===== src/rtl/cla_pkg.sv =====
package cla_pkg;
  localparam int unsigned GRP_BITS    = 4;  // bits per look-ahead group
  localparam int unsigned GRP_PER_BLK = 4;  // groups joined by one block level
  localparam int unsigned MAX_FANIN   = 5;
endpackage


===== src/rtl/cla_lah4.sv =====
// Flat 4-stage look-ahead: each carry is one OR of at most 5 AND terms of at most 5 inputs.
module cla_lah4 (
  input  logic [3:0] g_i,
  input  logic [3:0] p_i,
  input  logic       c_i,
  output logic [3:0] c_o
);
  always_comb begin
    c_o[0] = g_i[0]
           | (p_i[0] & c_i);
    c_o[1] = g_i[1]
           | (p_i[1] & g_i[0])
           | (p_i[1] & p_i[0] & c_i);
    c_o[2] = g_i[2]
           | (p_i[2] & g_i[1])
           | (p_i[2] & p_i[1] & g_i[0])
           | (p_i[2] & p_i[1] & p_i[0] & c_i);
    c_o[3] = g_i[3]
           | (p_i[3] & g_i[2])
           | (p_i[3] & p_i[2] & g_i[1])
           | (p_i[3] & p_i[2] & p_i[1] & g_i[0])
           | (p_i[3] & p_i[2] & p_i[1] & p_i[0] & c_i);
  end
endmodule


===== src/rtl/cla_group4.sv =====
module cla_group4 (
  input  logic [3:0] x_i,
  input  logic [3:0] y_i,
  input  logic       c_i,
  output logic [3:0] s_o,
  output logic       gg_o,
  output logic       gp_o
);
  logic [3:0] g, p, c_out;
  logic [3:0] c_in;

  assign g = x_i & y_i;
  assign p = x_i | y_i;  // inclusive OR propagate

  cla_lah4 i_lah (
    .g_i(g),
    .p_i(p),
    .c_i(c_i),
    .c_o(c_out)
  );

  assign c_in = {c_out[2:0], c_i};
  assign s_o  = x_i ^ y_i ^ c_in;

  assign gg_o = g[3]
              | (p[3] & g[2])
              | (p[3] & p[2] & g[1])
              | (p[3] & p[2] & p[1] & g[0]);
  assign gp_o = &p;
endmodule


===== src/rtl/cla_adder.sv =====
module cla_adder #(
  parameter int unsigned WIDTH = 16
) (
  input  logic [WIDTH-1:0] x_i,
  input  logic [WIDTH-1:0] y_i,
  input  logic             cin_i,
  output logic [WIDTH-1:0] s_o,
  output logic             cout_o
);
  import cla_pkg::*;

  localparam int unsigned NG = WIDTH / GRP_BITS;
  localparam int unsigned NB = (NG + GRP_PER_BLK - 1) / GRP_PER_BLK;

  if ((WIDTH % GRP_BITS) != 0 || WIDTH == 0) begin : g_bad_width
    $error("cla_adder: WIDTH must be a non-zero multiple of 4 (R8)");
  end

  logic [NG-1:0] gg, gp;
  logic [NG:0]   gc;  // gc[k] = carry into group k

  assign gc[0] = cin_i;

  for (genvar k = 0; k < NG; k++) begin : g_grp
    cla_group4 i_grp (
      .x_i (x_i[GRP_BITS*k +: GRP_BITS]),
      .y_i (y_i[GRP_BITS*k +: GRP_BITS]),
      .c_i (gc[k]),
      .s_o (s_o[GRP_BITS*k +: GRP_BITS]),
      .gg_o(gg[k]),
      .gp_o(gp[k])
    );
  end

  // Block level: 4 groups per block; blocks chain when WIDTH > 16.
  for (genvar b = 0; b < NB; b++) begin : g_blk
    logic [3:0] bg, bp, bc;
    for (genvar k = 0; k < GRP_PER_BLK; k++) begin : g_pad
      if (GRP_PER_BLK*b + k < NG) begin : g_live
        assign bg[k] = gg[GRP_PER_BLK*b + k];
        assign bp[k] = gp[GRP_PER_BLK*b + k];
        assign gc[GRP_PER_BLK*b + k + 1] = bc[k];
      end else begin : g_unused
        assign bg[k] = 1'b0;
        assign bp[k] = 1'b0;
      end
    end
    cla_lah4 i_blk_lah (
      .g_i(bg),
      .p_i(bp),
      .c_i(gc[GRP_PER_BLK*b]),
      .c_o(bc)
    );
  end

  assign cout_o = gc[NG];
endmodule


===== config.mk =====
export PLATFORM = sky130hd
export DESIGN_NAME = cla_adder
export DESIGN_NICKNAME = d
export VERILOG_FILES = /design/src/rtl/cla_pkg.sv /design/src/rtl/cla_lah4.sv /design/src/rtl/cla_group4.sv /design/src/rtl/cla_adder.sv
export SDC_FILE = /design/constraint.sdc
export NUM_CORES = 1
export LEC_CHECK = 0
export ABC_AREA = 1
export ABC_CLOCK_PERIOD_IN_PS = 4200
export BUFFER_PORTS_ARGS = -buffer_cell sky130_fd_sc_hd__clkbuf_2
export CAP_MARGIN = 10
export CORE_ASPECT_RATIO = 1.25
export CORE_MARGIN = 5
export CORE_UTILIZATION = 32
export DETAILED_ROUTE_END_ITERATION = 6
export GPL_TIMING_DRIVEN = 0
export SLEW_MARGIN = 40
export SYNTH_ARGS = -nofsm -noshare
export SYNTH_HDL_FRONTEND = slang
export SYNTH_SLANG_ARGS = --single-unit

===== constraint.sdc =====
create_clock -name vclk -period 4.2
set_clock_uncertainty 0.1 [all_clocks]
set_input_delay 0.42 -clock vclk [all_inputs]
set_output_delay 0.42 -clock vclk [all_outputs]
set_load 0.05 [all_outputs]

==> results of run 1 <==
[cell type report]
class	count	area share, %
tap	39	3.433
multi-input combinational	111	62.85
timing repair buffer	50	17.61
inverter	61	16.11
[kinds of logic (layout without fill, tap and decap cells)]
family | Yosys count | after routing | synth area share, %
AOI/OAI and AO/OA | 6 | 6 | 3.568
adders and majority gates | 36 | 36 | 42.81
buffers and inverters | 61 | 111 | 20.40
and+or+nand+nor | 62 | 62 | 27.76
xor gates and xnor gates | 7 | 7 | 5.463
[layer usage]
metal	GRT usage (%)	vias up
met5	0	-
met4	0	0
li1	-	590
met3	0.5900	0
met2	15.71	31
met1	10.54	431
[critical path, delay by kind of cell]
| family | cells | cell delay [ns] |
|---|---|---|
| buffers and inverters | 4 | 0.53 |
| XOR/XNOR | 1 | 0.17 |
| AND/OR/NAND/NOR | 6 | 0.44 |
| adder cells (fa/ha/maj) | 2 | 0.53 |
[worst paths after layout]
| check | startpoint | to | slack, ns |
|---|---|---|---|
| max | x_i[0] | s_o[13] | 1.60 |
| min | y_i[6] | s_o[6] | 1.29 |
[power by group]
group          total, mW  internal [mW]  switching [mW]
registers              0              0               0
clock network          0              0               0
logic              0.276         0.0781           0.198
[cell usage in the layout, fill, tap and decap left out, types with 4 or more instances in the layout]
| cell type | netlist | layout |
|---|---|---|
| clkbuf_2 | 0 | 50 |
| nor2_1 | 9 | 9 |
| nand3_1 | 8 | 8 |
| nand2_2 | 5 | 5 |
| nand2_1 | 30 | 30 |
| ha_1 | 32 | 32 |
| inv_2 | 4 | 4 |
| fa_1 | 4 | 4 |
| xnor2_1 | 4 | 4 |
| inv_1 | 57 | 57 |
[metrics by stage]
stage | hold WS (ns) | power, mW | setup slack (ns)
floorplan | 1.119 | 0.2177 | 1.473
CTS | 1.301 | 0.2817 | 1.583
finish | 1.293 | 0.2763 | 1.601
global placement | 1.289 | 0.2780 | 1.616
detailed placement | 1.300 | 0.2810 | 1.583
global route | 1.320 | 0.3049 | 1.481
==> out/metrics.yaml, run 1 <==
status: "completed"
synth.area.top_cells: "ha_1, inv_1, nand2_1, fa_1, nand3_1"
nClkBuffers: 0
synth.cell_area_um2: 1122
cp_slowest_cell: "fa_1"
endpoint_kind: "primary output"
initial_utilization_pct: 32.50
drc_errors: 0
grt_pass1_wl_um: 3670
grt-ovfl-total: 0
synthesis.nets: 241
grt_max_degree: 5
post_dp_cell_area_um2: 1421
ant_nets: 0
final_hold_viol_count: 0
seq_area_um2: 0
post_cts_buffers: 0
cp_cell_sequence: "clkbuf_2 > inv_1 > ha_1 > inv_1 > nand2_1 > nand2_1 > nand3_2 > nand2_4 > nand2_2 > nand3_4 > fa_1 > xor2_1 > clkbuf_2"
synth_common_cells: "inv_1, ha_1, nand2_1"
drv_cap: 0
layout-drive-gt1-share_pct: 31.53
via_count: 1052
placed_cells: 261
rsz0062_at_grt: "false"
maxSlewViolCount: 0
cp_data_required_time_ns: 3.68
yosysTopAreaCell: "ha_1"
ys_warn_count: 0
dieHeight_um: 76.21
multiInputGateArea_um2: 893.4
area_growth_pct: 26.64
portBuffers: 50
slew_headroom_pct: 81.45
totalWireLength_um: 1976
wl_met2_um: 985
yosysMostFrequentCell: "inv_1"
avgSynthCellArea_um2: 6.525
synth_seq_area_share_pct: 0
gp_congestion: 0.6916
nNetsFinal: 293
fin_tns_setup_ns: 0
setup_viol: 0
grt_pass1_vias: 993
pin_count: 50
grt_usage_pct: 8.263
dr_wl_met3_um: 134
period_share_pct: 61.89
wl_met1_um: 856
final_cell_area_um2: 1421
netlist_instances: 172
cts_resized: 0
ir_drop_v: 0.0001289
final_cell_count_no_fill: 261
synth.distinct_cells: 20
slowest_delay_ns: 0.38
design.core.area_um2: 3453
antenna_found_initial: 0
first_iter_violations: 18
fill_cells: 386
power_density_nw_per_um2: 194.4
crit_type: "in -> out"
antenna_cells: 0
hold_path.class: "in -> out"
dp_hpwl_um: 1962
crit_fanout: 4
utilization_pct: 41.16
nFlopsAndLatches: 0
routed_via_density: 4.031
synth_top_area_share_pct: 35.67
detail_route.wl_per_cell_um: 7.571
dr.pass1.iters: 4
min_period_ns: 2.599
die-area_um2: 4799
leakagePower_nw: 0.9846
worst_pin_slew_ns: 0.2795
num_rows: 24
whs_path_depth: 5
dr.max_layer_used: "met3"
fmax_ghz: 0.3847
crit_arrival_ns: 2.08
fp.dieW_um: 62.97
crit_path_start_kind: "input pin"
hold_buffers: 0
Power figures use the tool's default switching activity.
==> run 2: changes to the inputs <==
--- a/config.mk
+++ b/config.mk
@@ -6,7 +6,7 @@
 export NUM_CORES = 1
 export LEC_CHECK = 0
 export ABC_AREA = 1
-export ABC_CLOCK_PERIOD_IN_PS = 4200
+export ABC_CLOCK_PERIOD_IN_PS = 2100
 export BUFFER_PORTS_ARGS = -buffer_cell sky130_fd_sc_hd__clkbuf_2
 export CAP_MARGIN = 10
 export CORE_ASPECT_RATIO = 1.25
==> constraint.sdc (replaced) <==
create_clock -name vclk -period 2.1
set_clock_uncertainty 0.1 [all_clocks]
set_input_delay 0.21 -clock vclk [all_inputs]
set_output_delay 0.21 -clock vclk [all_outputs]
set_load 0.05 [all_outputs]
==> out/metrics.yaml, run 2 (same netlist as run 1, synthesis figures left out) <==
status: "completed"
fill_cells: 350  # -9.3%
antenna_cells: 0  # unchanged
setup_viol: 0  # unchanged
dp_hpwl_um: 1887  # -3.8%
drc_errors: 0  # unchanged
ir_drop_v: 0.0002824  # +120%
period_share_pct: 97.58
num_rows: 24  # unchanged
grt_pass1_wl_um: 3429  # -6.6%
portBuffers: 50  # unchanged
busiest_layer: "met2"
drv_cap: 0  # unchanged
final_cell_mix: "inv_1, clkbuf_2, nand2_1, ha_1, nand2_2"
cp_data_required_time_ns: 1.79  # -1.89 ns
dr.pass1.iters: 2  # -2
crit_type: "in -> out"
nFlopsAndLatches: 0  # unchanged
first_iter_violations: 13  # -5
crit_path_start_kind: "input pin"
power_density_nw_per_um2: 390.0  # +100%
grt-ovfl-total: 0  # unchanged
hold_slack_ns: 0.8147  # -0.4785 ns
worst_pin_slew_ns: 0.2805  # +0.0009935 ns
grt_pass1_vias: 958  # -3.5%
grt_usage_pct: 7.704  # -0.56 points
min_period_ns: 2.049
hold_path.class: "in -> out"
hold_buffers: 0  # unchanged
crit_arrival_ns: 1.74  # -0.34 ns
routed_via_density: 4.095  # +1.6%
whs_endpoint: "s_o[12]"
final_common_cell: "inv_1"
grt_use_met1_pct: 9.600  # -0.94 points
die-area_um2: 4799  # unchanged
totalWireLength_um: 2156  # +9.1%
grt_max_degree: 5  # unchanged
crit_fanout: 4  # unchanged
rsz0062_at_grt: "true"
layout-drive-gt1-share_pct: 44.89  # +13 points
min_from: "x_i[12]"
endpoint_kind: "primary output"
grt_util_met2_pct: 14.68  # -1.0 points
pin_count: 50  # unchanged
slew_headroom_pct: 81.38  # about the same
nClkBuffers: 0  # unchanged
fmax_ghz: 0.4880
via_count: 1081  # +2.8%
maxSlewViolCount: 0  # unchanged
detail_route.wl_per_cell_um: 8.167  # +7.9%
design.core.area_um2: 3453  # unchanged
gp_congestion: 0.7036  # +1.7%
fp.dieW_um: 62.97  # unchanged
final_hold_viol_count: 0  # unchanged
dieHeight_um: 76.21  # unchanged
seq_area_um2: 0  # unchanged
initial_utilization_pct: 32.50  # unchanged
whs_path_depth: 3  # -2
area_growth_pct: 46.49
utilization_pct: 47.61  # +6.4 points
antenna_found_initial: 0  # unchanged
nNetsFinal: 296  # +1.0%
grt_use_met3_pct: 0.8850  # +0.29 points
leakagePower_nw: 1.021  # +3.7%
ant_nets: 0  # unchanged
crit_start: "y_i[0]"
finalPower_uw: 641.1  # +130%
run 2: what timing repair did:
item,4_1_cts,5_1_grt
pin swaps,0,17
gates resized for setup,4,60
buffers inserted,0,3
cloned,0,0
endpoints found under the setup margin,3,6
run 2: worst max-delay path, cell delays in order:
cell and delay [ns]:
buf_8 0.11, inv_6 0.05, ha_4 0.11, inv_1 0.04
nand2_1 0.05, nand2_1 0.08, nand3_2 0.08, nand2_4 0.07
nand2_4 0.08, nand3_4 0.08, fa_2 0.41, xor2_2 0.19
buf_8 0.16
run 2: layout make-up:
class	instances	area, µm²	area share, %
Multi-Input combinational cell	111	1031	62.71
Timing Repair Buffer	53	325.3	19.79
Inverter	61	239.0	14.54
Tap cell	39	48.80	2.968
run 2: worst max path at each step:
stage	endpoint	slack, ns	depth (start not counted)
after global placement	s_o[13]	-0.06	13
final	s_o[13]	0.05	13
after global routing	s_o[13]	-0.04	13
after detailed placement	s_o[13]	-0.07	13
after CTS	s_o[13]	0.004	11
after floorplan	s_o[13]	0.05	9
run 2: where the power goes:
group          leakage [nW]  switching, mW  internal [mW]
Clock                     0              0              0
Sequential                0              0              0
Combinational          1.02          0.423          0.218
run 2: per-layer routing:
metal	share of wire, %	vias up
met3	7.7	0
li1	-	594
met5	0	-
met1	37	457
met2	55	30
met4	0	0
run 2: stage by stage:
stage | cells | worst slack, ns | instance area [µm²] | setup TNS [ns]
floorplan | 172 | 0.04501 | 1145 | 0
global placement | 261 | -0.06165 | 1444 | -0.08092
detailed placement | 261 | -0.07080 | 1444 | -0.09861
CTS | 261 | 0.004405 | 1458 | 0
global route | 264 | -0.03687 | 1644 | -0.03687
finish | 264 | 0.05090 | 1644 | 0
